===== config.mk =====
export PLATFORM = sky130hd
export DESIGN_NAME = clkdiv_search
export DESIGN_NICKNAME = d
export VERILOG_FILES = /design/src/rtl/clkdiv_search_pkg.sv /design/src/rtl/seq_divider.sv /design/src/rtl/best_keeper.sv /design/src/rtl/clkdiv_search.sv
export SDC_FILE = /design/constraint.sdc
export NUM_CORES = 1
export LEC_CHECK = 0
export ABC_AREA = 1
export BUFFER_PORTS_ARGS = -buffer_cell sky130_fd_sc_hd__clkbuf_2
export CORE_MARGIN = 5
export CORE_UTILIZATION = 45
export DETAILED_ROUTE_END_ITERATION = 8
export MAX_ROUTING_LAYER = met4
export PLACE_DENSITY_LB_ADDON = 0.1
export SYNTH_ARGS = -nofsm -noshare
export SYNTH_HDL_FRONTEND = slang
export SYNTH_HIERARCHICAL = 1
export SYNTH_SLANG_ARGS = --single-unit

===== constraint.sdc =====
create_clock -name clk -period 7.8 [get_ports clk]
set_input_delay 2.34 -clock clk [delete_from_list [all_inputs] [get_ports clk]]
set_output_delay 2.34 -clock clk [all_outputs]
set_load 0.02 [all_outputs]

===== src/rtl/clkdiv_search_pkg.sv =====
package clkdiv_search_pkg;

    typedef enum logic [3:0] {
        ST_IDLE,
        ST_CLAMP,
        ST_QUOT_GO,
        ST_QUOT_WAIT,
        ST_ACH_GO,
        ST_ACH_WAIT,
        ST_SCORE,
        ST_ADVANCE,
        ST_FINISH
    } srch_state_t;

    localparam int unsigned NUM_SRC  = 3;
    localparam int unsigned P2_FIRST = 4;
    localparam int unsigned P2_LAST  = 6;
    localparam int unsigned P2_BIAS  = 3;

endpackage


===== src/rtl/seq_divider.sv =====
module seq_divider #(
    parameter int unsigned N_W = 33,
    parameter int unsigned D_W = 35
) (
    input  logic           clk,
    input  logic           rst_n,
    input  logic           go,
    input  logic [N_W-1:0] num,
    input  logic [D_W-1:0] den,
    output logic           valid,
    output logic [N_W-1:0] quo
);
    localparam int unsigned CNT_W = $clog2(N_W + 1);
    localparam int unsigned PW    = N_W + D_W + 1;

    logic [D_W-1:0]   rem_q;
    logic [D_W-1:0]   den_q;
    logic [N_W-1:0]   num_q;
    logic [CNT_W-1:0] cnt;
    logic             busy;
    logic [D_W:0]     shifted;
    logic [D_W-1:0]   rem_n;
    logic             qbit;

    always_comb begin
        shifted = {rem_q, quo[N_W-1]};
        qbit    = (shifted >= {1'b0, den_q});
        rem_n   = qbit ? D_W'(shifted - {1'b0, den_q}) : shifted[D_W-1:0];
    end

    always_ff @(posedge clk or negedge rst_n) begin
        if (!rst_n) begin
            rem_q <= '0;
            den_q <= '0;
            num_q <= '0;
            quo   <= '0;
            cnt   <= '0;
            busy  <= 1'b0;
            valid <= 1'b0;
        end else begin
            valid <= 1'b0;
            if (go) begin
                rem_q <= '0;
                quo   <= num;
                num_q <= num;
                den_q <= den;
                cnt   <= CNT_W'(N_W);
                busy  <= 1'b1;
            end else if (busy) begin
                rem_q <= rem_n;
                quo   <= {quo[N_W-2:0], qbit};
                cnt   <= cnt - 1'b1;
                if (cnt == CNT_W'(1)) begin
                    busy  <= 1'b0;
                    valid <= 1'b1;
                end
            end
        end
    end

    AST_QUOT_EXACT: assert property (@(posedge clk) disable iff (!rst_n)
        (valid && den_q != '0) |->
        ((PW'(quo) * PW'(den_q) + PW'(rem_q) == PW'(num_q)) && (rem_q < den_q)));

endmodule


===== src/rtl/best_keeper.sv =====
module best_keeper #(
    parameter int unsigned RATE_W = 32,
    parameter int unsigned DIV_W  = 7
) (
    input  logic              clk,
    input  logic              rst_n,
    input  logic              clear,
    input  logic              offer,
    input  logic              c_esel,
    input  logic              c_psel,
    input  logic [1:0]        c_pcode,
    input  logic [DIV_W-1:0]  c_div,
    input  logic [RATE_W-1:0] c_rate,
    input  logic [RATE_W-1:0] c_err,
    output logic              has_best,
    output logic              b_esel,
    output logic              b_psel,
    output logic [1:0]        b_pcode,
    output logic [DIV_W-1:0]  b_div,
    output logic [RATE_W-1:0] b_rate
);
    logic [RATE_W-1:0] b_err;
    logic              take;

    assign take = offer && (!has_best || (c_err < b_err));

    always_ff @(posedge clk or negedge rst_n) begin
        if (!rst_n) begin
            has_best <= 1'b0;
            b_esel   <= 1'b0;
            b_psel   <= 1'b0;
            b_pcode  <= '0;
            b_div    <= '0;
            b_rate   <= '0;
            b_err    <= '0;
        end else if (clear) begin
            has_best <= 1'b0;
            b_esel   <= 1'b0;
            b_psel   <= 1'b0;
            b_pcode  <= '0;
            b_div    <= '0;
            b_rate   <= '0;
            b_err    <= '0;
        end else if (take) begin
            has_best <= 1'b1;
            b_esel   <= c_esel;
            b_psel   <= c_psel;
            b_pcode  <= c_pcode;
            b_div    <= c_div;
            b_rate   <= c_rate;
            b_err    <= c_err;
        end
    end

    AST_KEEP_IMPROVES: assert property (@(posedge clk) disable iff (!rst_n)
        (has_best && offer && !clear) |=> (has_best && b_err <= $past(b_err)));

endmodule


===== src/rtl/clkdiv_search.sv =====
module clkdiv_search
    import clkdiv_search_pkg::*;
#(
    parameter int unsigned RATE_W  = 32,
    parameter int unsigned DIV_W   = 7,
    parameter int unsigned DIV_MIN = 2,
    parameter int unsigned DIV_MAX = 127
) (
    input  logic              clk,
    input  logic              rst_n,
    input  logic              start,
    input  logic [RATE_W-1:0] req_rate,
    input  logic [RATE_W-1:0] src_xtal,
    input  logic [RATE_W-1:0] src_pll1,
    input  logic [RATE_W-1:0] src_pll2,
    output logic              done,
    output logic              not_found,
    output logic              esel,
    output logic              psel,
    output logic [1:0]        pdiv_code,
    output logic [DIV_W-1:0]  div_val,
    output logic [RATE_W-1:0] rate_out
);
    localparam int unsigned N_W = RATE_W + 1;
    localparam int unsigned D_W = RATE_W + 3;

    srch_state_t state, state_n;

    logic [RATE_W-1:0] req_q, rate_q, ach_q;
    logic [RATE_W-1:0] src_q [NUM_SRC];
    logic [1:0]        src_idx;
    logic [2:0]        p2;
    logic [DIV_W-1:0]  cand_div;

    logic              accept, keep_clear, offer;
    logic [RATE_W-1:0] max_src, clamp_lim, clamped, cur_src, err;
    logic              dv_go, dv_valid;
    logic [N_W-1:0]    dv_num, dv_quo;
    logic [D_W-1:0]    dv_den;
    logic              quo_in_range, last_pair;
    logic              has_best;

    assign accept     = start && (state == ST_IDLE || state == ST_FINISH);
    assign keep_clear = accept;

    always_comb begin
        max_src = src_q[0];
        for (int i = 1; i < NUM_SRC; i++)
            if (src_q[i] > max_src) max_src = src_q[i];
        clamp_lim = max_src >> 2;
        clamped   = (req_q < clamp_lim) ? req_q : clamp_lim;
    end

    always_comb begin
        unique case (src_idx)
            2'd0:    cur_src = src_q[0];
            2'd1:    cur_src = src_q[1];
            default: cur_src = src_q[2];
        endcase
    end

    assign dv_num       = {cur_src, 1'b0};
    assign dv_den       = (state == ST_ACH_GO) ? D_W'(p2) * D_W'(cand_div)
                                               : D_W'(rate_q) * D_W'(p2);
    assign dv_go        = (state == ST_QUOT_GO) || (state == ST_ACH_GO);
    assign quo_in_range = (dv_quo >= N_W'(DIV_MIN)) && (dv_quo <= N_W'(DIV_MAX));
    assign last_pair    = (p2 == 3'(P2_LAST)) && (src_idx == 2'(NUM_SRC - 1));
    assign err          = (ach_q >= rate_q) ? ach_q - rate_q : rate_q - ach_q;
    assign offer        = (state == ST_SCORE);

    seq_divider #(.N_W(N_W), .D_W(D_W)) u_div (
        .clk   (clk),
        .rst_n (rst_n),
        .go    (dv_go),
        .num   (dv_num),
        .den   (dv_den),
        .valid (dv_valid),
        .quo   (dv_quo)
    );

    best_keeper #(.RATE_W(RATE_W), .DIV_W(DIV_W)) u_keep (
        .clk      (clk),
        .rst_n    (rst_n),
        .clear    (keep_clear),
        .offer    (offer),
        .c_esel   (src_idx != 2'd0),
        .c_psel   (src_idx == 2'd2),
        .c_pcode  (2'(p2 - 3'(P2_BIAS))),
        .c_div    (cand_div),
        .c_rate   (ach_q),
        .c_err    (err),
        .has_best (has_best),
        .b_esel   (esel),
        .b_psel   (psel),
        .b_pcode  (pdiv_code),
        .b_div    (div_val),
        .b_rate   (rate_out)
    );

    always_comb begin
        state_n = state;
        unique case (state)
            ST_IDLE, ST_FINISH: if (start) state_n = ST_CLAMP;
            ST_CLAMP:     state_n = (clamped == '0) ? ST_FINISH : ST_QUOT_GO;
            ST_QUOT_GO:   state_n = ST_QUOT_WAIT;
            ST_QUOT_WAIT: if (dv_valid) state_n = quo_in_range ? ST_ACH_GO : ST_ADVANCE;
            ST_ACH_GO:    state_n = ST_ACH_WAIT;
            ST_ACH_WAIT:  if (dv_valid) state_n = ST_SCORE;
            ST_SCORE:     state_n = ST_ADVANCE;
            ST_ADVANCE:   state_n = last_pair ? ST_FINISH : ST_QUOT_GO;
            default:      state_n = ST_IDLE;
        endcase
    end

    always_ff @(posedge clk or negedge rst_n) begin
        if (!rst_n) begin
            state    <= ST_IDLE;
            req_q    <= '0;
            rate_q   <= '0;
            ach_q    <= '0;
            src_idx  <= '0;
            p2       <= 3'(P2_FIRST);
            cand_div <= '0;
            for (int i = 0; i < NUM_SRC; i++) src_q[i] <= '0;
        end else begin
            state <= state_n;
            if (accept) begin
                req_q    <= req_rate;
                src_q[0] <= src_xtal;
                src_q[1] <= src_pll1;
                src_q[2] <= src_pll2;
                src_idx  <= '0;
                p2       <= 3'(P2_FIRST);
            end
            if (state == ST_CLAMP) rate_q <= clamped;
            if (state == ST_QUOT_WAIT && dv_valid) cand_div <= dv_quo[DIV_W-1:0];
            if (state == ST_ACH_WAIT && dv_valid) ach_q <= dv_quo[RATE_W-1:0];
            if (state == ST_ADVANCE && !last_pair) begin
                if (p2 == 3'(P2_LAST)) begin
                    p2      <= 3'(P2_FIRST);
                    src_idx <= src_idx + 2'd1;
                end else begin
                    p2 <= p2 + 3'd1;
                end
            end
        end
    end

    always_comb begin
        done      = (state == ST_FINISH);
        not_found = done && !has_best;
    end

    AST_CLAMP_BOUND: assert property (@(posedge clk) disable iff (!rst_n)
        (state == ST_QUOT_GO) |-> (rate_q <= req_q && rate_q != '0));
    AST_DIV_RANGE: assert property (@(posedge clk) disable iff (!rst_n)
        (done && !not_found) |-> (div_val >= DIV_W'(DIV_MIN) && div_val <= DIV_W'(DIV_MAX)));
    AST_PCODE_LEGAL: assert property (@(posedge clk) disable iff (!rst_n)
        (done && !not_found) |-> (pdiv_code != 2'd0));
    AST_PSEL_ESEL: assert property (@(posedge clk) disable iff (!rst_n)
        psel |-> esel);
    AST_DONE_CLEAR: assert property (@(posedge clk) disable iff (!rst_n)
        start |=> !done);
    AST_OUT_STABLE: assert property (@(posedge clk) disable iff (!rst_n)
        (done && !start) |=> (done && $stable({not_found, esel, psel, pdiv_code, div_val, rate_out})));

endmodule


==> results.yml, run 1 <==
outcome:
  status: "finished, final reports clean"
worst_setup_path:
  crit_fanout: 33
  cp_slowest_stage_delay_ps: 370
  slowest_stage: "dfrtp_1"
  worstPathArrival_ps: 7450
  startpoint_type: "flip-flop"
  worstSetupPathType: "reg2reg"
  cpMostUsedCell: "nand2_1"
  end_kind: "flip-flop"
  crit_required_ps: 8310
die:
  core.rowCount: 95
  io_pins: 176
  initial_core_util_pct: 45.29
  die_area_mm2: 0.07276
  dieWidth_um: 269.7
  coreArea_mm2: 0.06704
  die_y_um: 269.7
timing:
  slew_viol_final: 0
  rsz0062_at_grt: "no"
  period_needed_ps: 6932
  max_slew_margin_pct: 13.36
  fin_crit_sh_pct: 88.87
  worstMarginPinSlew_ps: 1298
  fmax_mhz: 144.3
  tns_ps: 0
  final_hold_viol_count: 0
  finalSetupViolCount: 0
  skew_ps: 37.32
routing:
  dr_total_vias: 27966
  viasPerCell: 5.265
  wire_per_inst_um: 17.64
  routed_wl_um: 93730
  postRouteAntennaNets: 0
  drc: 0
  drtIter0Drc: 2033
  drtPass1Iterations: 6
final_layout:
  final_cell_mix: "nand2_1, inv_1, dfrtp_1"
  areaGrowthSynthToFinish_pct: 10.34
  multi_input_area_mm2: 0.01721
  drive_above_1_share_pct: 7.932
  num-fill-cells: 6936
  ff_latch_area_mm2: 0.009886
  fin_nets: 4843
  layout_commonest_cell: "nand2_1"
cts:
  clk_path_buf_depth: 3
  cts-root-buf: "clkbuf_16"
  post_cts_buffers: 0
  numCtsBuffers: 49
  holdBufCountCts: 0
  clkLatencyLatePin_ps: 620
  clock-sinks: 395
  clk_pin_slew_ps: 60
  cts_tree: "yes"
  cts_max_level: 2
synth:
  syn_inst: 4315
  ys_seq_elements: 395
  async_flop_share_pct: 100.0
  synthAdderAreaFrac_pct: 13.89
  synth_top_family_by_area: "simple AND/OR/NAND/NOR gates"
  synth-simple-area-share_pct: 26.23
  ys_seq_area_share_pct: 32.56
  yosys-top-cells-area: "dfrtp_1, nand2_1, ha_1, inv_1, o21ai_0"
  yosys_warnings: 6
  syn_avg_cell_area_um2: 7.036
  synth_xor_area_share_pct: 1.558
  synth-edff-count: 0
  synthMuxAreaShare_pct: 0.1690
  synth.distinct_cells: 65
  ys.flop_type: "dfrtp_1"
  synth_compound_area_share_pct: 14.64
  syn_area_mm2: 0.03036
  synth_top_area_cell: "dfrtp_1"
  synth_top_area_share_pct: 32.48
  synth_nets: 4759
worst_hold_path:
  holdCritPathClass: "reg2reg"
place:
  gp_congestion: 0.9710
  io_buffers: 175
  dp_hpwl_um: 72540
grt:
  antenna_found_initial: 1
  grtUsageTotal_pct: 26.02
  grt_pass1_vias: 26774
  globalRoute.totalOverflow: 0
  grt_pass1_wl_um: 150100
  grt_max_degree: 223
run:
  cap_viol_max_count: 0
cell type report:
class / count / share of cell area [%]
diodes: 1 / 0.007470
clock buffers: 69 / 4.243
repair buffers: 205 / 3.466
well taps: 873 / 3.261
inverters: 672 / 7.537
clock inverters: 21 / 0.6126
multi-input cells: 3076 / 51.36
flip-flops and latches: 395 / 29.51
worst max-delay path: cells and delay by family, from the launching register on:
kind,cells,cell delay (ps)
compound gates,4,940
buf+inv,4,620
flops,1,370
simple gates,28,4040
fa+ha+maj,3,850
flip-flops by register name (all words and copies together) (netlist names), 7 cells and up:
| register | flops |
|---|---|
| ach_q | 32 |
| cand_div | 7 |
| rate_q | 32 |
| req_q | 32 |
| src_q | 96 |
| u_div/den_q | 35 |
| u_div/quo | 33 |
| u_div/rem_q | 35 |
| u_keep/b_div | 7 |
| u_keep/b_err | 32 |
| u_keep/b_rate | 32 |
through the flow:
stage | worst slack (ps) | util [%] | instance area, um^2 | std cells | hold WS [ps]
2_1_floorplan | 2211 | - | 30360 | 4315 | 445.9
3_3_place_gp | 681.8 | 47.53 | 31860 | 5221 | 465.7
3_5_place_dp | 604.8 | 47.53 | 31860 | 5221 | 469.4
4_1_cts | 594.2 | 49.96 | 33490 | 5311 | 484.1
5_1_grt | 59.93 | 49.97 | 33500 | 5312 | 517.7
6_report | 868.3 | 49.97 | 33500 | 5312 | 479.2
layer usage:
metal | routed length [um] | GRT usage [%]
met5 | 0 | -
met4 | 1740 | 5.094
met3 | 4948 | 3.218
met2 | 40630 | 39.23
met1 | 46410 | 38.08
path summary, 6_finish.rpt:
| check | start | slack [ps] | cells after the start | endpoint |
|---|---|---|---|---|
| max in group asynchronous | rst_n | 4760 | 2 | u_keep/b_rate[20] |
| worst max register to register | src_q[85] | 870 | 39 | state[1] |
| worst max-delay path | src_q[85] | 870 | 39 | state[1] |
| worst min register to register | u_div/den_q[0] | 480 | 2 | u_div/den_q[0] |
| min in group asynchronous | rst_n | 1700 | 1 | u_keep/b_div[4] |
| worst min-delay path | u_div/den_q[0] | 480 | 2 | u_div/den_q[0] |
cell families (layout without fill, tap and decap cells):
family	after synthesis	in the layout
xor gates and xnor gates	54	54
and+or+nand+nor	1905	1905
other	1	2
DFF	395	395
AOI/OAI and AO/OA	798	798
adders and majority gates	313	313
muxes	5	5
buffers and inverters	844	967
timing repair:
| action | in CTS | in global routing |
|---|---|---|
| endpoints found under the hold margin | 0 | 0 |
| setup endpoints to repair | 0 | 2 |
| resized for setup | 0 | 1 |
cell usage after synthesis (5+ instances only):
cell / n
nand2_1: 1322
inv_1: 662
dfrtp_1: 394
o21ai_0: 372
ha_1: 273
a21oi_1: 259
nand3_1: 199
nor2_1: 199
clkbuf_1: 123
nand4_1: 92
fa_1: 40
a22oi_1: 36
o221ai_1: 36
xnor2_1: 27
xor2_1: 27
nor3_1: 23
buf_2: 21
o21a_1: 17
o21ai_1: 14
buf_6: 13
nand3_2: 12
nor4_1: 11
nand3b_1: 10
o21bai_1: 10
a31oi_1: 9
buf_1: 9
nor2_2: 9
o31ai_1: 8
a211oi_1: 7
inv_2: 7
and2_1: 5
nand2_2: 5
nand2_4: 5
o211ai_1: 5
Power of run 1 is left out: the tool's default activity adds up to more than one toggle a clock period on the data nets, which glitch-free logic cannot reach.
==> run 2, diff against run 1 <==
- ABC_AREA: 1 -> default
- SLEW_MARGIN: default -> 20
==> run 2 against run 1 <==
Wire length grew 6.1%. Register-to-register slack lost 440 ps. First-iteration DRC count grew 8.6%. Final area grew 1.7%. Cell count shrank 15%. Flip-flop and latch count is the same. Non-clock buffer count grew 9. Clock-buffer cell count is the same. Clock skew grew 5.3 ps. Die area grew 1.0%. Critical path type unchanged. Synthesized cell count shrank 18%.
==> results.yml, run 2 <==
outcome:
  status: "finished, final reports clean"
timing:
  fmax_mhz: 135.6
  tns_ps: 0
  fin_crit_sh_pct: 94.52
  worstMarginPinSlew_ps: 992.2
  final_hold_viol_count: 0
  setup_slack_ps: 427.5
  hold_slack_ps: 520.2
  max_slew_margin_pct: 33.85
  slew_viol_final: 0
  period_needed_ps: 7372
  finalSetupViolCount: 0
  rsz0062_at_grt: "no"
  skew_ps: 42.60
routing:
  drtIter0Drc: 2208
  drtPass1Iterations: 6
  postRouteAntennaNets: 0
  met2_length_um: 45900
  routed.top_layer: "met4"
  viasPerCell: 5.775
  wl_met3_um: 5008
  dr_total_vias: 26195
  m1WireLength_um: 45640
  drc: 0
  wire_per_inst_um: 21.92
  routed_wl_um: 99420
worst_setup_path:
  end_kind: "flip-flop"
  path_delay_family: "simple AND/OR/NAND/NOR gates"
  reg2reg_depth: 31
  cp_slowest_stage_delay_ps: 560
  worstPathArrival_ps: 7890
  startpoint: "src_q[79]"
  rr_endpoint: "rate_q[24]"
  crit_fanout: 34
  reg2reg_setup_slack_ps: 430
  startpoint_type: "flip-flop"
  crit_required_ps: 8320
  slowest_stage: "or4_4"
  cp.depth: 31
  worstSetupPathType: "reg2reg"
  cp.buffers_inverters: 7
  crit-reg2reg-launch: "src_q[79]"
final_layout:
  ff_latch_area_mm2: 0.009889
  num-fill-cells: 6410
  largest_register_ffs: 96
  fin_nets: 4071
  top_register: "src_q"
  top_regs: "src_q (96), u_div/den_q (35), u_div/rem_q (35)"
  layout_commonest_cell: "nand2_1"
  multi_input_area_mm2: 0.01880
  areaGrowthSynthToFinish_pct: 11.06
  final_area_mm2: 0.03407
  final_cell_mix: "nand2_1, dfrtp_1, inv_1"
  drive_above_1_share_pct: 13.35
cts:
  cts_max_level: 2
  cts-root-buf: "clkbuf_16"
  clk_path_buf_depth: 3
  clk_pin_slew_ps: 60
  clkLatencyLatePin_ps: 640
  cts_tree: "yes"
  numCtsBuffers: 50
  clock-sinks: 395
synth:
  syn_inst: 3539
  synth-edff-count: 0
  synth_top_area_share_pct: 32.14
  yosys-top-cells-area: "dfrtp_1, ha_1, mux2i_1, nand2_1, mux2_2"
  async_flop_share_pct: 100.0
  ys_seq_elements: 395
  synth_top_area_cell: "dfrtp_1"
  ys.flop_type: "dfrtp_1"
  synth.most_common_cell: "nand2_1"
  ys_seq_area_share_pct: 32.22
  synth.top_cells.by_count: "nand2_1, dfrtp_1, inv_1"
  syn_area_mm2: 0.03068
  yosys_warnings: 6
  synth_nets: 3983
  syn_avg_cell_area_um2: 8.669
  synth.distinct_cells: 89
place:
  pre_cts_slack_ps: 334.0
  gp_congestion: 0.9746
  dp_hpwl_um: 77060
  io_buffers: 175
  placedInstanceArea_mm2: 0.03221
grt:
  grt_max_degree: 184
  grt_pass1_vias: 25587
  globalRoute.totalOverflow: 0
  antenna_found_initial: 1
  grtUsageTotal_pct: 27.09
  grt_pass1_wl_um: 154300
worst_hold_path:
  worst_hold_path.num_cells: 1
  hold_end: "u_div/den_q[0]"
  holdCritPathClass: "reg2reg"
  worstHoldStart: "u_div/den_q[0]"
die:
  io_pins: 176
  die_area_mm2: 0.07350
  dieWidth_um: 271.1
  coreArea_mm2: 0.06740
  die_y_um: 271.1
  core.rowCount: 95
  initial_core_util_pct: 45.52
run:
  cap_viol_max_count: 0
## run 2: cell count changes after synthesis, sizes merged, moves of 159 or more
cell    before  now
nand2     1333  476
inv        669  329
mux2i        4  181
nand3      211   37
nand2b       0  170
o21ai      388  229
## run 2: kinds of logic after synthesis
family | Yosys count | share of synthesized area, %
compound gates | 792 | 16.20
xor+xnor | 88 | 2.512
fa+ha+maj | 313 | 13.74
buf+inv | 507 | 6.705
flops | 395 | 32.22
mux | 324 | 11.18
other cells | 1 | 0.01222
simple gates | 1119 | 17.43
## run 2: layer usage
metal | global-route usage (%) | vias to the layer above
li1 | - | 12413
met4 | 6.786 | 0
met3 | 2.951 | 150
met1 | 37.28 | 12860
met5 | - | -
met2 | 43.17 | 772
## run 2: worst reg2reg max path: cells and delay by family, from the launching register on
| family | cells | cell delay, ps |
|---|---|---|
| buf+inv | 7 | 1330 |
| compound gates | 7 | 1210 |
| fa+ha+maj | 3 | 970 |
| flops | 1 | 420 |
| simple gates | 10 | 2220 |
| mux | 4 | 1110 |
## run 2: worst max-delay path by stage
stage,slack (ps),to
finish,430,rate_q[24]
global route,40,rate_q[26]
CTS,320,rate_q[24]
detailed placement,330,rate_q[24]
global placement,500,rate_q[29]
floorplan,850,rate_q[27]
## run 2: layout make-up
| type | count | area share (%) |
|---|---|---|
| Timing Repair Buffer | 214 | 3.665 |
| Tap cell | 873 | 3.206 |
| Clock inverter | 18 | 0.9438 |
| Inverter | 329 | 3.625 |
| Clock buffer | 69 | 4.355 |
| Antenna cell | 1 | 0.007345 |
| Multi-Input combinational cell | 2637 | 55.17 |
| Sequential cell | 395 | 29.03 |
## run 2: stage by stage
step           util [%]  instances
3_5_place_dp      47.79       4444
4_1_cts           50.47       4531
6_report          50.55       4536
3_3_place_gp      47.79       4444
2_1_floorplan         -       3539
5_1_grt           50.55       4536
## run 2: what timing repair did
item / CTS / global route
hold buffers: 0 / 0
setup endpoints to repair: 0 / 32
buffers inserted: 0 / 4
resized for setup: 0 / 4
Power of run 2 is left out for the same reason.
